## src/rtl/serbuf_pkg.sv

```systemverilog
package serbuf_pkg;
   localparam int EVT_W        = 12;
   localparam int EV_RD_EMPTY  = 0;
   localparam int EV_WR_FULL   = 1;
   localparam int EV_FRAME     = 2;
   localparam int EV_PARITY    = 3;
   localparam int EV_RX_OVF    = 4;
   localparam int EV_RX_AFULL  = 5;
   localparam int EV_RSVD      = 6;
   localparam int EV_TX_POP    = 7;
   localparam int EV_RX_PUSH   = 8;
   localparam int EV_WF_POP    = 9;
   localparam int EV_PROTO     = 10;
   localparam int EV_TX_AEMPTY = 11;

   localparam int FLAG_W       = 7;
   localparam int FL_RX_EMPTY  = 1;
   localparam int FL_WF_EMPTY  = 2;
   localparam int FL_TX_EMPTY  = 3;
   localparam int FL_RX_FULL   = 4;
   localparam int FL_WF_FULL   = 5;
   localparam int FL_TX_FULL   = 6;
endpackage

```

## src/rtl/serbuf_fifo.sv

```systemverilog
module serbuf_fifo #(
   parameter  int W          = 8,
   parameter  int DEPTH      = 4,
   parameter  int FLOP_LIMIT = 8,
   localparam int AW         = (DEPTH > 1) ? $clog2(DEPTH) : 1,
   localparam int CW         = $clog2(DEPTH + 1)
) (
   input  logic          clk,
   input  logic          rst_n,
   input  logic          push,
   input  logic [W-1:0]  push_data,
   input  logic          pop,
   output logic [W-1:0]  head,
   output logic [CW-1:0] count,
   output logic          empty,
   output logic          full,
   output logic          push_ok,
   output logic          pop_ok
);
   localparam logic [CW-1:0] FULL_C = CW'(DEPTH);

   initial begin
      if (DEPTH < 2 || (DEPTH & (DEPTH - 1)) != 0)
         $fatal(1, "serbuf_fifo: DEPTH must be a power of two of at least 2");
      if (W < 1)
         $fatal(1, "serbuf_fifo: W must be positive");
   end

   logic [AW-1:0] wr_ptr_q, rd_ptr_q;
   logic [CW-1:0] cnt_q;

   assign empty   = (cnt_q == '0);
   assign full    = (cnt_q == FULL_C);
   assign push_ok = push & ~full;
   assign pop_ok  = pop & ~empty;
   assign count   = cnt_q;

   always_ff @(posedge clk or negedge rst_n) begin
      if (!rst_n) begin
         wr_ptr_q <= '0;
         rd_ptr_q <= '0;
         cnt_q    <= '0;
      end else begin
         if (push_ok) wr_ptr_q <= wr_ptr_q + 1'b1;
         if (pop_ok)  rd_ptr_q <= rd_ptr_q + 1'b1;
         cnt_q <= cnt_q + CW'(push_ok) - CW'(pop_ok);
      end
   end

   generate
      if (DEPTH <= FLOP_LIMIT) begin : g_flops
         logic [W-1:0] slot_q [DEPTH];
         always_ff @(posedge clk or negedge rst_n) begin
            if (!rst_n) begin
               for (int i = 0; i < DEPTH; i++) slot_q[i] <= '0;
            end else if (push_ok) begin
               slot_q[wr_ptr_q] <= push_data;
            end
         end
         assign head = slot_q[rd_ptr_q];
      end else begin : g_array
         logic [W-1:0] mem [DEPTH];
         always_ff @(posedge clk) begin
            if (push_ok) mem[wr_ptr_q] <= push_data;
         end
         assign head = mem[rd_ptr_q];
      end
   endgenerate
endmodule

```

## src/rtl/serbuf_irq.sv

```systemverilog
module serbuf_irq #(
   parameter int N = 12
) (
   input  logic         clk,
   input  logic         rst_n,
   input  logic [N-1:0] set_v,
   input  logic         clr_we,
   input  logic [N-1:0] clr_v,
   input  logic         mask_we,
   input  logic [N-1:0] mask_v,
   output logic [N-1:0] status,
   output logic [N-1:0] mask,
   output logic         irq
);
   initial begin
      if (N < 1) $fatal(1, "serbuf_irq: N must be positive");
   end

   genvar b;
   generate
      for (b = 0; b < N; b++) begin : g_bit
         always_ff @(posedge clk or negedge rst_n) begin
            if (!rst_n) status[b] <= 1'b0;
            else        status[b] <= (status[b] & ~(clr_we & clr_v[b])) | set_v[b];
         end
      end
   endgenerate

   always_ff @(posedge clk or negedge rst_n) begin
      if (!rst_n)       mask <= '0;
      else if (mask_we) mask <= mask_v;
   end

   assign irq = |(status & ~mask);
endmodule

```

## src/rtl/serbuf_evt_unit.sv

```systemverilog
module serbuf_evt_unit
   import serbuf_pkg::*;
#(
   parameter  int DATA_W      = 8,
   parameter  int RX_DEPTH    = 256,
   parameter  int TX_DEPTH    = 256,
   parameter  int WF_DEPTH    = 4,
   parameter  int AFULL_INIT  = 192,
   parameter  int AEMPTY_INIT = 8,
   localparam int RXC_W       = $clog2(RX_DEPTH + 1),
   localparam int TXC_W       = $clog2(TX_DEPTH + 1),
   localparam int WFC_W       = $clog2(WF_DEPTH + 1)
) (
   input  logic              clk,
   input  logic              rst_n,
   input  logic              rx_push,
   input  logic [DATA_W-1:0] rx_data,
   input  logic              rx_frame_bad,
   input  logic              rx_parity_bad,
   input  logic              tx_pop,
   output logic [DATA_W-1:0] tx_data,
   output logic              tx_valid,
   input  logic              host_rd,
   output logic [DATA_W-1:0] host_rd_data,
   input  logic              host_wr,
   input  logic [DATA_W-1:0] host_wr_data,
   input  logic              proto_rd_err,
   input  logic              clr_we,
   input  logic [EVT_W-1:0]  clr_bits,
   input  logic              mask_we,
   input  logic [EVT_W-1:0]  mask_bits,
   input  logic              thr_we,
   input  logic [RXC_W-1:0]  thr_afull,
   input  logic [TXC_W-1:0]  thr_aempty,
   output logic [RXC_W-1:0]  rx_count,
   output logic [TXC_W-1:0]  tx_count,
   output logic [WFC_W-1:0]  wf_count,
   output logic [FLAG_W-1:0] flags,
   output logic [EVT_W-1:0]  irq_status,
   output logic [EVT_W-1:0]  irq_mask,
   output logic              irq
);
   initial begin
      if (AFULL_INIT < 0 || AFULL_INIT > RX_DEPTH)
         $fatal(1, "serbuf_evt_unit: AFULL_INIT out of range");
      if (AEMPTY_INIT < 0 || AEMPTY_INIT > TX_DEPTH)
         $fatal(1, "serbuf_evt_unit: AEMPTY_INIT out of range");
   end

   // receive queue
   logic [DATA_W-1:0] rx_head;
   logic rx_empty, rx_full, rx_push_ok, rx_pop_ok;

   serbuf_fifo #(.W(DATA_W), .DEPTH(RX_DEPTH)) rx_q_i (
      .clk(clk), .rst_n(rst_n),
      .push(rx_push), .push_data(rx_data), .pop(host_rd),
      .head(rx_head), .count(rx_count), .empty(rx_empty), .full(rx_full),
      .push_ok(rx_push_ok), .pop_ok(rx_pop_ok)
   );

   // staging queue and transmit queue
   logic [DATA_W-1:0] wf_head, tx_head;
   logic wf_empty, wf_full, wf_push_ok, wf_pop_ok;
   logic tx_empty, tx_full, tx_push_ok, tx_pop_ok;
   logic move;

   assign move = ~wf_empty & ~tx_full;

   serbuf_fifo #(.W(DATA_W), .DEPTH(WF_DEPTH)) wf_q_i (
      .clk(clk), .rst_n(rst_n),
      .push(host_wr), .push_data(host_wr_data), .pop(move),
      .head(wf_head), .count(wf_count), .empty(wf_empty), .full(wf_full),
      .push_ok(wf_push_ok), .pop_ok(wf_pop_ok)
   );

   serbuf_fifo #(.W(DATA_W), .DEPTH(TX_DEPTH)) tx_q_i (
      .clk(clk), .rst_n(rst_n),
      .push(move), .push_data(wf_head), .pop(tx_pop),
      .head(tx_head), .count(tx_count), .empty(tx_empty), .full(tx_full),
      .push_ok(tx_push_ok), .pop_ok(tx_pop_ok)
   );

   assign tx_data  = tx_empty ? '0 : tx_head;
   assign tx_valid = ~tx_empty;

   // thresholds
   logic [RXC_W-1:0] afull_q;
   logic [TXC_W-1:0] aempty_q;

   always_ff @(posedge clk or negedge rst_n) begin
      if (!rst_n) begin
         afull_q  <= RXC_W'(AFULL_INIT);
         aempty_q <= TXC_W'(AEMPTY_INIT);
      end else if (thr_we) begin
         afull_q  <= thr_afull;
         aempty_q <= thr_aempty;
      end
   end

   // host read data register
   always_ff @(posedge clk or negedge rst_n) begin
      if (!rst_n)       host_rd_data <= '0;
      else if (host_rd) host_rd_data <= rx_pop_ok ? rx_head : '0;
   end

   // event vector
   logic [EVT_W-1:0] ev;

   always_comb begin
      ev               = '0;
      ev[EV_RD_EMPTY]  = host_rd & ~rx_pop_ok;
      ev[EV_WR_FULL]   = host_wr & ~wf_push_ok;
      ev[EV_FRAME]     = rx_push & rx_frame_bad;
      ev[EV_PARITY]    = rx_push & rx_parity_bad;
      ev[EV_RX_OVF]    = rx_push & ~rx_push_ok;
      ev[EV_RX_AFULL]  = rx_push & (rx_count >= afull_q);
      ev[EV_RSVD]      = 1'b0;
      ev[EV_TX_POP]    = tx_pop_ok;
      ev[EV_RX_PUSH]   = rx_push_ok;
      ev[EV_WF_POP]    = wf_pop_ok & tx_push_ok;
      ev[EV_PROTO]     = proto_rd_err;
      ev[EV_TX_AEMPTY] = tx_pop_ok & (tx_count <= aempty_q);
   end

   serbuf_irq #(.N(EVT_W)) irq_i (
      .clk(clk), .rst_n(rst_n),
      .set_v(ev), .clr_we(clr_we), .clr_v(clr_bits),
      .mask_we(mask_we), .mask_v(mask_bits),
      .status(irq_status), .mask(irq_mask), .irq(irq)
   );

   // flag word
   always_comb begin
      flags              = '0;
      flags[FL_RX_EMPTY] = rx_empty;
      flags[FL_WF_EMPTY] = wf_empty;
      flags[FL_TX_EMPTY] = tx_empty;
      flags[FL_RX_FULL]  = rx_full;
      flags[FL_WF_FULL]  = wf_full;
      flags[FL_TX_FULL]  = tx_full;
   end
endmodule

```

## config.mk

```make
export PLATFORM = sky130hd
export DESIGN_NAME = serbuf_evt_unit
export DESIGN_NICKNAME = d
export VERILOG_FILES = /design/src/rtl/serbuf_pkg.sv /design/src/rtl/serbuf_fifo.sv /design/src/rtl/serbuf_irq.sv /design/src/rtl/serbuf_evt_unit.sv
export SDC_FILE = /design/constraint.sdc
export NUM_CORES = 2
export LEC_CHECK = 0
export BUFFER_PORTS_ARGS = -buffer_cell sky130_fd_sc_hd__buf_2
export CAP_MARGIN = 20
export CORE_AREA = 4 4 822 824
export CTS_BUF_LIST = sky130_fd_sc_hd__clkbuf_8
export CTS_CLUSTER_SIZE = 16
export DETAILED_ROUTE_END_ITERATION = 12
export DIE_AREA = 0 0 826 828
export PLACE_DENSITY = 0.5
export SYNTH_ARGS = -nofsm -noshare
export SYNTH_HDL_FRONTEND = slang
export SYNTH_HIERARCHICAL = 1
export SYNTH_SLANG_ARGS = --single-unit
```

## constraint.sdc

```tcl
create_clock -name clk -period 8 [get_ports clk]
set_input_delay 1.6 -clock clk [delete_from_list [all_inputs] [get_ports clk]]
set_output_delay 1.6 -clock clk [all_outputs]
set_load 0.03 [all_outputs]
```

[Yosys cells after proc, flatten, opt, wreduce, memory -nomap -nowiden]
Memories as Yosys holds them, arrays and structs flattened.
Index checks and enable logic that the tools add are counted.
Word-level totals
  input port bits: 70
  memories kept: 2
  logic and storage cells: 143
  output and inout bits: 70
  register bits after elaboration: 139
  bits in writable memories: 4096
Cells by class
  muxes and demuxes: 12
  equality and inequality tests: 3
  add/sub/neg operators: 12
  reduce and logical (&&, ||, !) cells: 5
  magnitude comparators: 5
  bitwise logic cells: 75
Memories
  rx_q_i.g_array.mem: depth 256, bits a word 8, read ports 1, clocked after Yosys merged registers in 0, wr ports 1, RTL line serbuf_fifo.sv:62  | logic [W-1:0] mem [DEPTH];
  tx_q_i.g_array.mem: depth 256, bits a word 8, read ports 1, clocked after Yosys merged registers in 0, wr ports 1, RTL line serbuf_fifo.sv:62
Operators with widths (count)
  $mux W8: 5
  $and A1 B1 Y1: 39
  $add A8 B1 Y8 const B: 4
  $bwmux W32: 1
  $not A1 Y1: 21
  $add A9 B1 Y9: 2
  $eq A9 B9 Y1 const B: 2
  $logic_not A9 Y1: 2
  $sub A9 B1 Y9: 2
  $bmux W8 S2: 1
  $demux W8 S2: 1
  $and A12 B12 Y12: 1
  $not A12 Y12: 1
  $reduce_or A12 Y1: 1
  $or A1 B1 Y1: 11
  $ge A9 B9 Y1: 1
  $le A9 B9 Y1: 1
  $ge A3 B3 Y1 const B: 2
  $not A2 Y3: 2
  $add A2 B1 Y2 const B: 2
  $mux W1: 4
  $add A3 B1 Y3: 1
  $eq A3 B3 Y1 const B: 1
  $logic_not A3 Y1: 1
  other kinds (3): 3

[Longest topological paths before layout]
  depth after elaboration: 6
  gate-level depth with buffers: 19
  depth with buffers taken out: 19

[Modules after synthesis]
The synthesis kept the hierarchy.
Modules (own cells, without submodules)
  serbuf_fifo (rx_q_i): sequential area each 62124.6 µm², instances 1, area each 81127.8 µm², cells each 3903
  serbuf_fifo (tx_q_i): sequential area each 62124.6 µm², instances 1, area each 80836.3 µm², cells each 3926
  serbuf_fifo (wf_q_i): sequential area each 975.9 µm², instances 1, area each 1945.6 µm², cells each 114
  serbuf_evt_unit: sequential area each 654.4 µm², instances 1, area each 1561.5 µm², cells each 180
  serbuf_irq: sequential area each 600.6 µm², instances 1, area each 1011.0 µm², cells each 82

[Worst setup path before layout]
Ideal clock, no wire load.
  path type: register to output
  from: reg tx_q_i.rd_ptr_q[0]
  to: out tx_data[4]
  slack: 3.894 ns
  arrival: 2.506 ns
  required time: 6.400 ns
  stages on the path, launching flop included: 14
  buffers on the path: 5
  cell sequence: dfrtp_1 > buf_6 > buf_8 > buf_12 > buf_6 > buf_6 > mux2i_1 > a221oi_1 > a21oi_1 > o211ai_1 > nand2_1 > nand4_1 > o211a_1 > nor2b_1
Between the ends
  word-level cells in the longest chain between the ends: 2
RTL lines
  start, declared: RTL line serbuf_fifo.sv:29  | logic [AW-1:0] wr_ptr_q, rd_ptr_q;
  start signal, assigned: RTL line serbuf_fifo.sv:45  | if (pop_ok) rd_ptr_q <= rd_ptr_q + 1'b1;
  $mem_v2 Z256 W8
  named net tx_head[4]: RTL line serbuf_evt_unit.sv:62  | logic [DATA_W-1:0] wf_head, tx_head;
  $mux W8: RTL line serbuf_evt_unit.sv:83  | assign tx_data = tx_empty ? '0 : tx_head;
  end, declared: RTL line serbuf_evt_unit.sv:21  | output logic [DATA_W-1:0] tx_data,
The timed path passes the listed nets, and every way through them passes these cells.

[Final worst setup path]
  from: reg tx_q_i.rd_ptr_q[0]
  to: out tx_data[1]
Same word-level chain as after synthesis.

==> results.toml <==
[min_path]
hp-class = "flop to flop"

[synth]
ys_seq_elements = 4235
syn_avg_cell_area_sq_um = 20.3
synthFlopType = "edfxtp_1"
synth-edff-count = 4096
seq_area_frac_synth_pct = 76.0
netlist_instances = 8205
yosys_warnings = 6
syn_area_sq_um = 166000
synthArstFlopShare_pct = 3.28
synth_cell_types = 89

[grt]
grt_overflow = 0
grt_pass1_wl_microns = 695000
grt_max_degree = 189
antenna_found_initial = 21
grt.total_usage_pct = 14.0
grt_pass1_vias = 88100

[place]
gp_congestion = 0.832
detailedPlace.worstSlack_ns = 1.62
port_buffers = 138
hpwl_microns = 302000

[layout]
nNetsFinal = 8893
multi_input_area_sq_um = 36700
fillers = 65600
syn2layout_area_growth_pct = 14.1
regArea_sq_um = 127000
layout-drive-gt1-share_pct = 23.7

[power_and_ir_drop]
ir_drop_mv = 0.504
powerDensity_nw_per_um2 = 372
power.leakage_nw = 59.5

[routing]
routedWlPerCell_microns = 27.4
vias = 86200
viasPerCell = 4.74
drtIter0Drc = 9574
drt_wl_total_microns = 499000
postRouteAntennaNets = 0
drt_pass1_iterations = 5
drc = 0

[timing]
rsz0062_at_grt = "false"
fin_tns_setup_ns = 0
relSlewSlack_pct = 11.0
hold_viol = 0
min_period_ns = 7.69
final.period_utilization_pct = 96.1
worst_pin_slew_ns = 1.34
slew_viol_final = 0
fmax_mhz = 130
worst_slack_ns = 0.312
fin_skew_ns = 0.0853
setup_viol = 0

[worst_setup_path]
cp.arrival_ns = 6.09
worst_ep_required_time_ns = 6.40
crit_path_max_fanout = 101
setup.worst_path.class = "flop to output port"
critPathLaunchType = "flop"
cp-end-kind = "output port"

[flow_run]
drv_cap = 0

[clock_tree]
ctsHoldBuffers = 0
clk_path_buf_depth = 4
h-tree-depth = 6
post_cts_resized = 0
ctsRootBufferMaster = "clkbuf_8"
clock-sinks = 4235
clock_latency_ns = 1.27
clk_pin_slew_ns = 0.06
tritoncts = "done"
cts_buffers = 660
postCtsSetupRepairBufs = 0

[floorplanning]
ios = 140
die_h_microns = 828
die-area_sq_um = 684000
die_w_microns = 826
initial_utilization_pct = 25.0
row_count = 300
core-area_sq_um = 667000

[outcome]
status = "finished clean"
## path summary, 6_finish.rpt
kind	from	endpoint	slack, ns	cells after the start
min	wf_q_i/g_flops.slot_q[9]$_DFFE_PN0P_	wf_q_i/g_flops.slot_q[9]$_DFFE_PN0P_	0.50	1
max	tx_q_i/rd_ptr_q[0]$_DFFE_PN0P_	tx_data[1]	0.31	9
max reg2reg	tx_q_i/count[5]$_DFF_PN0_	tx_q_i/g_array.mem[190][5]$_DFFE_PP_	2.81	12
min reg2reg	wf_q_i/g_flops.slot_q[9]$_DFFE_PN0P_	wf_q_i/g_flops.slot_q[9]$_DFFE_PN0P_	0.50	1
min in group asynchronous	rst_n	rx_q_i/rd_ptr_q[6]$_DFFE_PN0P_	0.51	1
max in group asynchronous	rst_n	tx_q_i/rd_ptr_q[1]$_DFFE_PN0P_	5.85	2
## cells in the mapped netlist (all sizes together) (8+ instances only)
| master | instances | area share [%] |
|---|---|---|
| edfxtp | 4096 | 74 |
| xnor2 | 39 | 0.21 |
| and2 | 14 | 0.053 |
| o21ai | 109 | 0.33 |
| mux2 | 57 | 0.47 |
| nor2b | 54 | 0.21 |
| a311oi | 8 | 0.042 |
| nand3 | 77 | 0.23 |
| a211oi | 57 | 0.27 |
| a211o | 9 | 0.047 |
| ha | 58 | 0.44 |
| nor3 | 21 | 0.063 |
| a22oi | 138 | 0.62 |
| nor4 | 13 | 0.049 |
| nand4 | 20 | 0.075 |
| o2111ai | 14 | 0.074 |
| nor2 | 589 | 1.3 |
| inv | 83 | 0.19 |
| nand2 | 283 | 0.64 |
| xor2 | 10 | 0.053 |
| mux4 | 899 | 12 |
| o221ai | 42 | 0.22 |
| o211ai | 19 | 0.086 |
| o22ai | 65 | 0.24 |
| and3 | 14 | 0.065 |
| a221oi | 57 | 0.31 |
| a31oi | 27 | 0.10 |
| dfrtp | 136 | 2.0 |
| clkbuf | 192 | 0.43 |
| a2111oi | 14 | 0.080 |
| a21o | 16 | 0.073 |
| buf | 300 | 1.4 |
| nand2b | 9 | 0.034 |
| a22o | 30 | 0.16 |
| a221o | 10 | 0.061 |
| a21oi | 166 | 0.50 |
| mux2i | 374 | 2.2 |
## routing by layer
layer	vias up	GRT usage (%)	share of wire (%)	wire length, microns
met1	46700	18.8	41	207000
li1	35000	-	-	-
met4	8	4.46	3.3	16500
met2	3664	23.0	48	240000
met5	-	0	0.013	63
met3	836	2.63	7.2	35700
## cell type report
type / count / area share (%)
well taps: 8909 / 5.87
repair buffers: 388 / 1.64
multi-input cells: 3392 / 19.3
clock inverters: 483 / 1.35
diodes: 7 / 0.00922
flip-flops and latches: 4235 / 66.6
inverters: 85 / 0.169
clock buffers: 689 / 4.99
## power breakdown
group | total [mW] | switching [mW] | internal [mW]
clock | 17.1 | 8.73 | 8.38
sequential | 29.3 | 0.817 | 28.5
combinational | 24.3 | 16.6 | 7.65
total | 70.7 | 26.2 | 44.5
## cells in the final DEF (no fill, tap or decap), drive strengths merged, types with 58 or more instances in the layout
cell / count
o22ai: 65
buf: 379
inv: 300
o21ai: 109
ha: 58
clkinv: 250
nand2: 283
mux4: 899
nor2: 589
clkbuf: 698
nand3: 77
mux2i: 374
edfxtp: 4096
a22oi: 138
dfrtp: 136
a21oi: 166
## sequential cells by signal (all words and copies together) (netlist names)
signal                 flops
wf_q_i/rd_ptr_q            2
host_rd_data               8
tx_q_i/rd_ptr_q            8
tx_q_i/wr_ptr_q            8
rx_q_i/count               9
tx_q_i/g_array.mem      2048
wf_q_i/g_flops.slot_q     32
rx_q_i/rd_ptr_q            8
tx_q_i/count               9
irq_i/status              12
rx_q_i/wr_ptr_q            8
irq_i/mask                12
wf_q_i/count               3
rx_q_i/g_array.mem      2048
wf_q_i/wr_ptr_q            2
afull_q                    9
aempty_q                   9
## kinds of logic after synthesis
logic type               after synthesis  share of synthesized area, %
other                                  1                       0.00225
buffers and inverters                579                          2.04
flip-flops                          4235                          76.0
adder cells (fa/ha/maj)               61                         0.472
multiplexers                        1330                          14.9
XOR/XNOR                              49                         0.258
AO/OA/AOI/OAI                        833                          3.48
AND/OR/NAND/NOR                     1117                          2.86
## critical path, cell delays in order, from the launching register on
cell and delay [ns]:
dfrtp_4 0.84, buf_12 0.61, or3_1 0.56, o22ai_1 0.41
a211oi_1 0.35, o31ai_1 0.12, a311oi_1 0.97, o22ai_1 0.28
nor2b_1 0.25, buf_2 0.22
## stage by stage
stage	cells	utilization [%]	hold slack, ns	instance area [sq um]	total power [mW]
3_5_place_dp	17000	26.6	0.488	178000	54.1
2_1_floorplan	8206	-	0.476	166000	43.7
4_1_cts	18200	28.4	0.394	190000	71.3
5_1_grt	18200	28.5	0.496	190000	73.3
6_report	18200	28.5	0.503	190000	70.7
3_3_place_gp	17000	26.6	0.480	177000	53.6
Note: power is estimated with default switching activity, not from simulation.
